==> config.mk <==
export PLATFORM = sky130hd
export DESIGN_NAME = lg_pad_loader
export DESIGN_NICKNAME = d
export VERILOG_FILES = /design/src/rtl/lg_pkg.sv /design/src/rtl/lg_walker.sv /design/src/rtl/lg_addr.sv /design/src/rtl/lg_pad_loader.sv
export SDC_FILE = /design/constraint.sdc
export NUM_CORES = 1
export LEC_CHECK = 0
export BUFFER_PORTS_ARGS = -buffer_cell sky130_fd_sc_hd__buf_4
export CORE_ASPECT_RATIO = 0.8
export CORE_MARGIN = 2
export CORE_UTILIZATION = 40
export DETAILED_ROUTE_END_ITERATION = 16
export PLACE_DENSITY = 0.63
export SYNTH_ARGS = -nofsm -noshare
export SYNTH_HDL_FRONTEND = slang
export SYNTH_HIERARCHICAL = 1
export SYNTH_SLANG_ARGS = --single-unit
==> constraint.sdc <==
create_clock -name clk -period 7.4 [get_ports clk]
set_input_delay 1.48 -clock clk [delete_from_list [all_inputs] [get_ports clk]]
set_output_delay 1.48 -clock clk [all_outputs]
set_load 0.01 [all_outputs]
==> src/rtl/lg_pkg.sv <==
package lg_pkg;
    typedef enum logic {
        WK_IDLE = 1'b0,
        WK_RUN  = 1'b1
    } wk_state_e;
endpackage

==> src/rtl/lg_walker.sv <==
module lg_walker
    import lg_pkg::*;
#(
    parameter int SZW  = 8,
    parameter int PADW = 4
) (
    input  logic            clk,
    input  logic            rst_n,
    input  logic            start_i,
    input  logic [SZW-1:0]  rows_i,
    input  logic [SZW-1:0]  cols_i,
    input  logic [PADW-1:0] pad_top_i,
    input  logic [PADW-1:0] pad_bot_i,
    input  logic [PADW-1:0] pad_left_i,
    input  logic [PADW-1:0] pad_right_i,
    input  logic            step_i,
    output logic            active_o,
    output logic            pad_o,
    output logic            data_row_o,
    output logic            row_end_o,
    output logic            last_o,
    output logic            empty_o
);
    localparam int CW = ((SZW > PADW) ? SZW : PADW) + 2;

    typedef struct packed {
        wk_state_e     st;
        logic [CW-1:0] r;
        logic [CW-1:0] c;
        logic [CW-1:0] row_lo;
        logic [CW-1:0] row_hi;
        logic [CW-1:0] col_lo;
        logic [CW-1:0] col_hi;
        logic [CW-1:0] row_n;
        logic [CW-1:0] col_n;
    } walk_t;

    walk_t w_d, w_q;
    logic [CW-1:0] tot_r, tot_c;

    always_comb begin
        tot_r = CW'(pad_top_i) + CW'(rows_i) + CW'(pad_bot_i);
        tot_c = CW'(pad_left_i) + CW'(cols_i) + CW'(pad_right_i);
        empty_o = (tot_r == '0) || (tot_c == '0);

        active_o   = (w_q.st == WK_RUN);
        data_row_o = (w_q.r >= w_q.row_lo) && (w_q.r < w_q.row_hi);
        pad_o      = !data_row_o || (w_q.c < w_q.col_lo) || (w_q.c >= w_q.col_hi);
        row_end_o  = (w_q.c == w_q.col_n - 1'b1);
        last_o     = row_end_o && (w_q.r == w_q.row_n - 1'b1);

        w_d = w_q;
        if (w_q.st == WK_IDLE) begin
            if (start_i && !empty_o) begin
                w_d.st     = WK_RUN;
                w_d.r      = '0;
                w_d.c      = '0;
                w_d.row_lo = CW'(pad_top_i);
                w_d.row_hi = CW'(pad_top_i) + CW'(rows_i);
                w_d.col_lo = CW'(pad_left_i);
                w_d.col_hi = CW'(pad_left_i) + CW'(cols_i);
                w_d.row_n  = tot_r;
                w_d.col_n  = tot_c;
            end
        end else if (step_i) begin
            if (row_end_o) begin
                w_d.c = '0;
                if (last_o) begin
                    w_d.st = WK_IDLE;
                end else begin
                    w_d.r = w_q.r + 1'b1;
                end
            end else begin
                w_d.c = w_q.c + 1'b1;
            end
        end
    end

    always_ff @(posedge clk) begin
        if (!rst_n) begin
            w_q <= '0;
        end else begin
            w_q <= w_d;
        end
    end

    // the walk position never leaves the padded tile
    assert_pos_in_tile_R2: assert property (@(posedge clk) disable iff (!rst_n)
        active_o |-> (w_q.r < w_q.row_n) && (w_q.c < w_q.col_n));

    // a position that did not step is held
    assert_hold_no_step_R6: assert property (@(posedge clk) disable iff (!rst_n)
        active_o && !step_i |=> $stable(w_q.r) && $stable(w_q.c));
endmodule

==> src/rtl/lg_addr.sv <==
module lg_addr #(
    parameter int EXT_AW = 32,
    parameter int LOC_AW = 16,
    parameter int STW    = 16
) (
    input  logic              clk,
    input  logic              rst_n,
    input  logic              load_i,
    input  logic [EXT_AW-1:0] ext_base_i,
    input  logic [LOC_AW-1:0] loc_base_i,
    input  logic [STW-1:0]    stride_i,
    input  logic              step_i,
    input  logic              pad_i,
    input  logic              row_end_i,
    input  logic              data_row_i,
    output logic [EXT_AW-1:0] ext_addr_o,
    output logic [LOC_AW-1:0] loc_addr_o
);
    typedef struct packed {
        logic [EXT_AW-1:0] ext_row;
        logic [EXT_AW-1:0] ext_ptr;
        logic [EXT_AW-1:0] stride;
        logic [LOC_AW-1:0] loc;
    } addr_t;

    addr_t a_d, a_q;

    always_comb begin
        a_d = a_q;
        if (load_i) begin
            a_d.ext_row = ext_base_i;
            a_d.ext_ptr = ext_base_i;
            a_d.stride  = EXT_AW'(stride_i);
            a_d.loc     = loc_base_i;
        end else if (step_i) begin
            a_d.loc = a_q.loc + 1'b1;
            if (row_end_i) begin
                if (data_row_i) begin
                    a_d.ext_row = a_q.ext_row + a_q.stride;
                    a_d.ext_ptr = a_q.ext_row + a_q.stride;
                end else begin
                    a_d.ext_ptr = a_q.ext_row;
                end
            end else if (!pad_i) begin
                a_d.ext_ptr = a_q.ext_ptr + 1'b1;
            end
        end
    end

    always_ff @(posedge clk) begin
        if (!rst_n) begin
            a_q <= '0;
        end else begin
            a_q <= a_d;
        end
    end

    assign ext_addr_o = a_q.ext_ptr;
    assign loc_addr_o = a_q.loc;

    // local addressing starts at the commanded base
    assert_loc_base_R2: assert property (@(posedge clk) disable iff (!rst_n)
        load_i |=> loc_addr_o == $past(loc_base_i));

    // external addressing starts at the commanded base
    assert_ext_base_R4: assert property (@(posedge clk) disable iff (!rst_n)
        load_i |=> ext_addr_o == $past(ext_base_i));
endmodule

==> src/rtl/lg_pad_loader.sv <==
module lg_pad_loader #(
    parameter int EXT_AW = 32,
    parameter int LOC_AW = 16,
    parameter int DW     = 32,
    parameter int SZW    = 8,
    parameter int PADW   = 4,
    parameter int STW    = 16,
    parameter int SELW   = 3
) (
    input  logic              clk,
    input  logic              rst_n,
    input  logic              start_i,
    input  logic [SELW-1:0]   mem_sel_i,
    input  logic [LOC_AW-1:0] loc_base_i,
    input  logic [EXT_AW-1:0] ext_base_i,
    input  logic [SZW-1:0]    rows_i,
    input  logic [SZW-1:0]    cols_i,
    input  logic [STW-1:0]    stride_i,
    input  logic [PADW-1:0]   pad_top_i,
    input  logic [PADW-1:0]   pad_bot_i,
    input  logic [PADW-1:0]   pad_left_i,
    input  logic [PADW-1:0]   pad_right_i,
    output logic              busy_o,
    output logic              rd_valid_o,
    input  logic              rd_ready_i,
    output logic [EXT_AW-1:0] rd_addr_o,
    input  logic [DW-1:0]     rd_data_i,
    output logic              wr_valid_o,
    output logic [SELW-1:0]   wr_sel_o,
    output logic [LOC_AW-1:0] wr_addr_o,
    output logic [DW-1:0]     wr_data_o,
    output logic              wr_zero_o,
    output logic              done_o
);
    typedef struct packed {
        logic              wr_valid;
        logic [LOC_AW-1:0] wr_addr;
        logic [DW-1:0]     wr_data;
        logic              wr_zero;
        logic [SELW-1:0]   sel;
        logic              done;
    } out_t;

    out_t o_d, o_q;

    logic active, pad, data_row, row_end, last, empty;
    logic step, accept, accept_empty;
    logic [LOC_AW-1:0] loc_addr;

    lg_walker #(.SZW(SZW), .PADW(PADW)) walker_i (
        .clk         (clk),
        .rst_n       (rst_n),
        .start_i     (start_i),
        .rows_i      (rows_i),
        .cols_i      (cols_i),
        .pad_top_i   (pad_top_i),
        .pad_bot_i   (pad_bot_i),
        .pad_left_i  (pad_left_i),
        .pad_right_i (pad_right_i),
        .step_i      (step),
        .active_o    (active),
        .pad_o       (pad),
        .data_row_o  (data_row),
        .row_end_o   (row_end),
        .last_o      (last),
        .empty_o     (empty)
    );

    lg_addr #(.EXT_AW(EXT_AW), .LOC_AW(LOC_AW), .STW(STW)) addr_i (
        .clk        (clk),
        .rst_n      (rst_n),
        .load_i     (accept),
        .ext_base_i (ext_base_i),
        .loc_base_i (loc_base_i),
        .stride_i   (stride_i),
        .step_i     (step),
        .pad_i      (pad),
        .row_end_i  (row_end),
        .data_row_i (data_row),
        .ext_addr_o (rd_addr_o),
        .loc_addr_o (loc_addr)
    );

    always_comb begin
        accept       = start_i && !active && !empty;
        accept_empty = start_i && !active && empty;
        rd_valid_o   = active && !pad;
        step         = active && (pad || rd_ready_i);

        o_d          = o_q;
        o_d.wr_valid = step;
        o_d.wr_addr  = loc_addr;
        o_d.wr_zero  = pad;
        o_d.wr_data  = pad ? '0 : rd_data_i;
        o_d.done     = (step && last) || accept_empty;
        if (accept) begin
            o_d.sel = mem_sel_i;
        end
    end

    always_ff @(posedge clk) begin
        if (!rst_n) begin
            o_q <= '0;
        end else begin
            o_q <= o_d;
        end
    end

    assign busy_o     = active;
    assign wr_valid_o = o_q.wr_valid;
    assign wr_sel_o   = o_q.sel;
    assign wr_addr_o  = o_q.wr_addr;
    assign wr_data_o  = o_q.wr_data;
    assign wr_zero_o  = o_q.wr_zero;
    assign done_o     = o_q.done;

    // a non-zero write follows an accepted read by one cycle
    assert_fetch_backs_write_R5: assert property (@(posedge clk) disable iff (!rst_n)
        wr_valid_o && !wr_zero_o |-> $past(rd_valid_o && rd_ready_i));

    // a stalled request keeps its address
    assert_req_hold_R6: assert property (@(posedge clk) disable iff (!rst_n)
        rd_valid_o && !rd_ready_i |=> rd_valid_o && $stable(rd_addr_o));

    // completion is seen with the walker idle and lasts one cycle
    assert_done_idle_R7: assert property (@(posedge clk) disable iff (!rst_n)
        done_o |-> !busy_o);
    assert_done_pulse_R7: assert property (@(posedge clk) disable iff (!rst_n)
        done_o |=> !done_o);

    // writes only follow a cycle of walking
    assert_write_after_busy_R2: assert property (@(posedge clk) disable iff (!rst_n)
        wr_valid_o |-> $past(busy_o));
endmodule

==> impl_results.md, run 1 <==
- #FFs+latches synth: 217
- Syn Std Cell Area: 13700 µm²
- Synth Instances: 1685
- Syn_nets: 1887
- Clock tree from TritonCTS: done
- WS Path Type: in2reg
- Compound-cell area share of the yosys netlist: 18.4%
- H-tree lvl count: 1
- Vias in the first global route: 11800
- Slowest CP cell: nand2_1
- WP buf/inv: 2
- Worst-path clk slew: 60 ps
- Antenna-violating nets left: 0
- Design Power: 3.52 mW
- Die Y: 170 µm
- Slew headroom: 28.5%
- Status: completed
- Net count reported at finish: 2006
- Post_cts resized: 0
- Die X-Extent: 211 µm
- Antenna violations before repair: 1
- Cts hold-fix bufs: 0
- R2r startpoint: walker_i/w_q[70]
- Synth top area cells: dfxtp_1 32%, ha_1 5.7%, nand2_1 5.3%, mux2i_1 4.2%, xnor2_1 4.0%
- Delay-heaviest family, CP: compound AO/OA/AOI/OAI gates
- Post-layout min period: 6110 ps
- GRT Overall Usage: 22.6%
- Utilization after layout: 47.9%
- Wire length per cell: 18.4 µm
- Final GP Congestion: 0.915
- Initial core utilization: 40.7%
- Adder-cell share of the synthesized area: 6.39%
- Distinct cells, synth: 87
- IO Port Bufs: 222
- Reg2Reg Setup Slack: 1680 ps
- CP cell instances: buf_4, ha_1, fa_1, xor2_1, ha_1, a21o_1, a21oi_1, mux2_2, mux2i_1, o2111ai_1, nand2_1, nor3b_4, inv_2, nand2_1, o21ai_0, nor3_1, a41oi_1, o21ai_0
- Pin count of the biggest net entering global routing: 69
- Max-cap violations: 0
- ANT cells: 0
- Post-DP Area: 15200 µm²
- Area grow syn2layout: 17.7%
- Post-Synth Simple-Gate Area: 24.0%
- Longest Clk Path Bufs: 3
- Clock Sinks: 217
- Total grt overflow: 0
- Least-Margin Pin Slew: 1070 ps
- Syn_area_per_cell: 8.14 µm²
- Layout cells sized above 1: 18.2%
- Period utilization: 82.5%
- Startpoint types: input pin
- Setup_tns: 0 ps
- PwrDens: 218 nW/µm²
- Hold_sp: walker_i/w_q[40]
- RSZ-0062 raised after global routing: no
- Largest family of logic cells by synthesized area: simple AND/OR/NAND/NOR gates
- Final setup fails: 0
- Vias: 12600
- Hold WS: 458 ps
- Post-CTS Setup Bufs: 0
- Seq/Total Area, Yosys: 31.7%
- Finished Cell Area: 16100 µm²
- Synth Area in XOR/XNOR: 7.41%
- Portion of netlist area occupied by mux cells: 4.73%
- DPL Wire Length: 30500 µm
- CP endpoint kind: flop
- Post-synthesis async set-or-reset flop share: 0%
- Root Buffer: clkbuf_16
- Slowest cell delay on critical path: 520 ps
- DIE AREA: 35800 µm²
- Core box area: 33700 µm²
- Leakage: 6.64 nW
- CTS Buf Count: 25
- Tightest Hold Check Type: reg2reg
- Maximum VDD drop: 137 µV
- Warnings from Yosys: 6
- WL final: 41400 µm
- F_max: 164 MHz
- Crit path from: rows_i[0]
- DRT iter0 DRCs: 1063
- # DRC: 0
- Most used flip-flop cell after synthesis: dfxtp_1
- Final Hold Fails: 0
- Yosys top cell area share: 31.7%
- Via density: 5.60
- CP required: 7820 ps
- EDFF count, synth: 0
- Fin. max-slew vios: 0
- Skew final: 10.4 ps
- Drt pass-1 iters: 5
- Worst-Skew Late Latency: 540 ps
- Crit path max fanout: 28
- First-pass GRT wire length: 65300 µm
- Critical path data arrival time: 6520 ps
- Fillcell total: 3327
- Leading area contributor after synthesis: dfxtp_1
- IO Count: 223
- Row count: 60
area by class of cell:
| class | count | area, µm² | area share [%] |
|---|---|---|---|
| Sequential cell | 217 | 4340 | 26.9 |
| Clock buffer | 31 | 658 | 4.08 |
| Clock inverter | 15 | 234 | 1.45 |
| Multi-Input combinational cell | 1267 | 8370 | 51.9 |
| Tap cell | 434 | 543 | 3.36 |
| Timing Repair Buffer | 236 | 1770 | 11.0 |
| Inverter | 57 | 214 | 1.33 |
cell usage after synthesis (11+ instances only):
library cell,number
dfxtp_1,217
and2_1,48
xnor2_1,63
buf_1,11
nor3_1,29
mux2i_1,57
o21ai_0,68
a21oi_1,97
ha_1,62
nand3_1,70
inv_1,56
clkbuf_1,59
buf_4,50
a22oi_1,12
nand2b_1,30
nor4_1,19
a31oi_1,22
and3_1,28
and2_2,13
a211oi_1,28
o21a_1,11
buf_2,16
a21o_1,15
nand4_1,33
xor2_1,53
nor2_1,118
nor2b_1,11
nand2_1,192
stage by stage:
| stage | setup WS (ps) | instances |
|---|---|---|
| CTS | 1390 | 2257 |
| finish | 1290 | 2257 |
| global placement | 990 | 2211 |
| detailed placement | 851 | 2211 |
| global route | 825 | 2257 |
| floorplan | 1970 | 1685 |
registers in the layout (all words and copies together), names as in the netlist:
name	count
wr_valid_o	1
wr_sel_o	3
wr_addr_o	16
addr_i/a_q	48
wr_zero_o	1
walker_i/active_o	1
walker_i/w_q	66
addr_i/ext_addr_o	32
addr_i/loc_addr_o	16
wr_data_o	32
done_o	1
worst reg2reg max path: stages (launching register included):
cell       delay (ps)
dfxtp_1           430
inv_1             120
ha_1              280
nand2b_1          140
a21o_1            180
a21o_1            200
a2111oi_0         650
a2111o_1          230
a21oi_4            60
o211ai_1          270
buf_4             260
o21a_1            120
buf_4             290
nand2_1           640
nor2_1            860
buf_4             340
nand3_1           120
xor2_1            170
a211oi_1          270
placed cells by master (no fill, tap or decap), types with 6 or more instances in the layout:
cell,instances
a21oi_1,96
nand2b_1,30
nor3_1,29
clkinv_2,6
buf_4,236
a311oi_1,7
a211oi_1,28
o21ai_0,68
nand2_1,192
nor4_1,19
o21ai_1,10
mux2_2,7
nor3b_1,7
bufinv_16,6
o21a_1,11
o221ai_1,6
o21bai_1,7
a21o_1,15
and2_1,48
nor2_1,118
nand3_1,70
a22oi_1,12
o22ai_1,10
clkbuf_16,25
or3_1,10
inv_1,54
and3_1,28
xor2_1,53
o31ai_1,8
and2_2,13
a2111oi_0,7
nand4_1,33
a31oi_1,22
ha_1,62
dfxtp_1,217
nor2b_1,11
mux2i_1,57
xnor2_1,63
o211ai_1,8
logic make-up after synthesis:
kind of cell / count (synthesis)
muxes: 64
xor gates and xnor gates: 116
AOI/OAI and AO/OA: 376
and+or+nand+nor: 644
adders and majority gates: 67
buffers and inverters: 201
DFF: 217
worst paths after layout:
kind	end	depth (start not counted)
worst max-delay path	addr_i/ext_addr_o[30]	18
worst min-delay path	walker_i/w_q[40]	2
worst max register to register	addr_i/a_q[111]	18
worst min register to register	walker_i/w_q[40]	2
where the power goes:
| group | total [mW] | leakage (nW) | internal, mW | switching (mW) |
|---|---|---|---|---|
| Clock | 1.36 | 0.434 | 0.841 | 0.523 |
| Combinational | 0.802 | 4.43 | 0.349 | 0.453 |
| Sequential | 1.36 | 1.78 | 1.26 | 0.0956 |
| Total | 3.52 | 6.64 | 2.45 | 1.07 |
per-layer routing:
layer | share of wire (%) | wire length [µm] | track usage [%]
met5 | 0.031 | 13 | 0
met3 | 7.7 | 3180 | 3.96
met1 | 47 | 19700 | 32.5
met2 | 42 | 17600 | 34.5
met4 | 2.4 | 1000 | 6.25
Power figures use the tool's default switching activity.
==> run 2, diff against run 1 <==
Settings changed: ABC_AREA set to 1.
Clock period 7.4 ns to 6 ns, I/O delays scaled along.
==> run 2 against run 1 <==
Net effect: die area is 3.2% higher; combinational power is 73% higher; largest power group unchanged; flip-flop and latch count stayed put; synthesized cell count is 30% higher; sequential power is 29% higher; clock skew is 3.2 ps higher; critical path type unchanged; cell area is 3.1% higher; critical path depth is 7 higher.
==> impl_results.md, run 2 <==
- Combinational Power Share: 29.8% (was 22.8%)
- Antenna-violating nets left: 0 (unchanged)
- # DRC: 0 (unchanged)
- Row count: 61 (was 60)
- Reg power frac: 37.6% (was 38.5%)
- Post-CTS Setup Bufs: 0 (unchanged)
- Root Buffer: clkbuf_16 (unchanged)
- Crit path to: addr_i/ext_addr_o[0] (was addr_i/ext_addr_o[30])
- Post_cts resized: 0 (unchanged)
- F_max: 208 MHz
- Drt pass-1 iters: 5 (unchanged)
- Skew final: 13.6 ps (was 10.4 ps)
- Worst-path clk slew: 60 ps (about the same)
- Vias in the first global route: 12900 (was 11800)
- Switch share: 36.2% (was 30.4%)
- Post-layout min period: 4820 ps
- Layout cells sized above 1: 14.1% (was 18.2%)
- Slew headroom: 30.9% (was 28.5%)
- WP buf/inv: 7 (was 2)
- CTS Buf Count: 25 (unchanged)
- Core box area: 34800 µm² (was 33700 µm²)
- WL final: 43900 µm (was 41400 µm)
- Clk pwr share: 32.7% (was 38.7%)
- GRT Overall Usage: 23.1% (was 22.6%)
- Final WS setup: 1180 ps (was 1290 ps)
- Met2 usage: 34.1% (was 34.5%)
- Wire length per cell: 15.5 µm (was 18.4 µm)
- Post-Synth Simple-Gate Area: 31.4% (was 24.0%)
- Delay-heaviest family, CP: simple AND/OR/NAND/NOR gates (was compound AO/OA/AOI/OAI gates)
- Final GP Congestion: 0.945 (was 0.915)
- Seq/Total Area, Yosys: 30.7% (was 31.7%)
- Most common cell in the netlist: nand2_1 (was dfxtp_1)
- Distinct cells, synth: 52 (was 87)
- #FFs+latches synth: 217 (unchanged)
- Critical path data arrival time: 5290 ps (was 6520 ps)
- Synth Area in XOR/XNOR: 4.08% (was 7.41%)
- Design Power: 4.67 mW (was 3.52 mW)
- Syn_nets: 2395 (was 1887)
- Syn_area_per_cell: 6.46 µm² (was 8.14 µm²)
- EDFF count, synth: 0 (unchanged)
- Final Hold Fails: 0 (unchanged)
- Initial core utilization: 40.7% (about the same)
- Pin count of the biggest net entering global routing: 69 (unchanged)
- Startpoint types: input pin (unchanged)
- Final setup fails: 0 (unchanged)
- Tightest Hold Check Type: reg2reg (unchanged)
- Fin cells: 2827 (was 2257)
- Net count reported at finish: 2538 (was 2006)
- Warnings from Yosys: 6 (unchanged)
- IO Port Bufs: 222 (unchanged)
- Synth Instances: 2193 (was 1685)
- Maximum VDD drop: 186 µV (was 137 µV)
- Post-synthesis async set-or-reset flop share: 0% (unchanged)
- CP required: 6480 ps (was 7820 ps)
- Total grt overflow: 0 (unchanged)
- Cts hold-fix bufs: 0 (unchanged)
- Top reg by flops: walker_i/w_q (unchanged)
- Most frequent cells in the layout: 531 x nand2_1, 283 x inv_1, 239 x buf_4 (was 236 x buf_4, 217 x dfxtp_1, 192 x nand2_1)
- Via density: 5.02 (was 5.60)
- Portion of netlist area occupied by mux cells: 0% (was 4.73%)
- Yosys top cell area share: 30.7% (was 31.7%)
- Max-cap violations: 0 (unchanged)
- Setup Slack @ Placement: 616 ps (was 851 ps)
- DPL Wire Length: 33100 µm (was 30500 µm)
- Worst-Skew Late Latency: 560 ps (was 540 ps)
- Crit path from: cols_i[0] (was rows_i[0])
- Die X-Extent: 214 µm (was 211 µm)
- First-pass GRT wire length: 69000 µm (was 65300 µm)
- IO Count: 223 (unchanged)
- CP dominant cell by count: nor2_1
- Antenna violations before repair: 0 (was 1)
- WS Path Type: in2reg (unchanged)
- GRT busiest layer: met2 (unchanged)
- Fillcell total: 3649 (was 3327)
- Status: completed (unchanged)
- Reg-to-reg endpoint: addr_i/ext_addr_o[26] (was addr_i/a_q[111])
- CP endpoint kind: flop (unchanged)
- Slowest cell delay on critical path: 550 ps (was 520 ps)
- Area grow syn2layout: 17.5% (was 17.7%)
- Clock tree from TritonCTS: done (unchanged)
- Largest family of logic cells by synthesized area: simple AND/OR/NAND/NOR gates (unchanged)
- Synth top cells by count: 531 x nand2_1, 284 x inv_1, 236 x nor2_1, 217 x dfxtp_1, 193 x a21oi_1 (was 217 x dfxtp_1, 192 x nand2_1, 118 x nor2_1, 97 x a21oi_1, 70 x nand3_1)
- Slowest CP cell: fa_1 (was nand2_1)
- Max reg flops: 66 (unchanged)
- Least-Margin Pin Slew: 1030 ps (was 1070 ps)
- Most used flip-flop cell after synthesis: dfxtp_1 (unchanged)
- Longest Clk Path Bufs: 3 (unchanged)
- Placed insts: 2781 (was 2211)
- Adder-cell share of the synthesized area: 6.18% (was 6.39%)
- Setup_tns: 0 ps (unchanged)
- Crit path max fanout: 39 (was 28)
- PwrDens: 280 nW/µm² (was 218 nW/µm²)
- Vias: 14200 (was 12600)
- Number of cells on the critical path: 25 (was 18)
- Leakage: 8.05 nW (was 6.64 nW)
- P_int: 2.97 mW (was 2.45 mW)
- ANT cells: 0 (unchanged)
- R2r startpoint: walker_i/w_q[0] (was walker_i/w_q[70])
- Fin. max-slew vios: 0 (unchanged)
- Top flop regs: walker_i/w_q x66, addr_i/a_q x48 (unchanged)
- Die Y: 172 µm (was 170 µm)
- Clock Sinks: 217 (unchanged)
- Synth top area cells: dfxtp_1 31%, nand2_1 14%, inv_1 7.5%, a21oi_1 6.8%, nor2_1 6.3% (was dfxtp_1 32%, ha_1 5.7%, nand2_1 5.3%, mux2i_1 4.2%, xnor2_1 4.0%)
- Worst R2R Path Depth: 14 (was 18)
- Syn Std Cell Area: 14200 µm² (was 13700 µm²)
- Reg2Reg Setup Slack: 1870 ps (was 1680 ps)
- Leading area contributor after synthesis: dfxtp_1 (unchanged)
- GRT met3 Usage: 4.34% (was 3.96%)
- NetSw: 1.69 mW (was 1.07 mW)
- Multi-input gate area: 8000 µm² (was 8370 µm²)
- Register area: 4340 µm² (unchanged)
- RSZ-0062 raised after global routing: no (unchanged)
- M1 GR Usage: 33.8% (was 32.5%)
- Compound-cell area share of the yosys netlist: 14.7% (was 18.4%)
- DRT iter0 DRCs: 1195 (was 1063)
- H-tree lvl count: 1 (unchanged)
- Most common cell after layout, fill and taps aside: nand2_1 (was buf_4)
- DIE AREA: 36900 µm² (was 35800 µm²)
- Period utilization: 80.3%
-- run 2: cell count changes after synthesis, moves of 47 or more --
cell     previous run  this run
nand2_1           192       531
inv_1              56       284
nor2_1            118       236
a21oi_1            97       193
nand3_1            70       143
o21ai_0            68       138
mux2i_1            57         0
and2_1             48         1
-- run 2: metal layers --
metal	wire, µm	vias up
met2	17900	473
li1	-	7298
met4	1260	0
met5	0	-
met1	21500	6363
met3	3180	67
-- run 2: metrics by stage --
step | hold slack [ps] | util [%] | area (µm²)
4_1_cts | 468 | 47.8 | 16600
6_report | 464 | 47.8 | 16600
3_3_place_gp | 451 | 45.5 | 15800
2_1_floorplan | 435 | - | 14200
5_1_grt | 489 | 47.8 | 16600
3_5_place_dp | 459 | 45.5 | 15800
-- run 2: logic make-up (layout without fill, tap and decap cells) --
| family | Yosys count | in the layout |
|---|---|---|
| AOI/OAI and AO/OA | 396 | 396 |
| and+or+nand+nor | 1029 | 1029 |
| xor gates and xnor gates | 66 | 66 |
| buffers and inverters | 418 | 580 |
| adders and majority gates | 67 | 67 |
| DFF | 217 | 217 |
-- run 2: cell type report --
cell class	count	share of cell area [%]
multi-input cells	1558	48.1
flip-flops and latches	217	26.1
repair buffers	239	10.8
inverters	295	6.65
clock buffers	32	3.92
well taps	472	3.55
clock inverters	14	0.902
-- run 2: how the worst min path moves through the flow --
| stage | startpoint | to | slack (ps) | depth (start not counted) |
|---|---|---|---|---|
| global placement | walker_i/w_q[24] | walker_i/w_q[24] | 450 | 2 |
| detailed placement | walker_i/w_q[41] | walker_i/w_q[41] | 460 | 2 |
| CTS | walker_i/w_q[41] | walker_i/w_q[41] | 470 | 2 |
| floorplan | walker_i/w_q[21] | walker_i/w_q[21] | 440 | 2 |
| finish | walker_i/w_q[24] | walker_i/w_q[24] | 460 | 2 |
| global route | walker_i/w_q[53] | walker_i/w_q[53] | 490 | 2 |
-- run 2: power by group through the flow --
stage / Clock, mW / Combinational, mW / Sequential [mW]
after floorplan: 0 / 0.971 / 1.74
after global placement: 0 / 1.35 / 1.78
after detailed placement: 0 / 1.37 / 1.78
after CTS: 1.56 / 1.38 / 1.75
after global routing: 1.62 / 1.56 / 1.77
final: 1.52 / 1.39 / 1.75
-- run 2: tightest hold or removal path, delay by kind of cell, from the launching register on --
family | cells | cell delay (ps)
AO/OA/AOI/OAI | 1 | 60
flip-flops | 1 | 300
buffers and inverters | 1 | 60
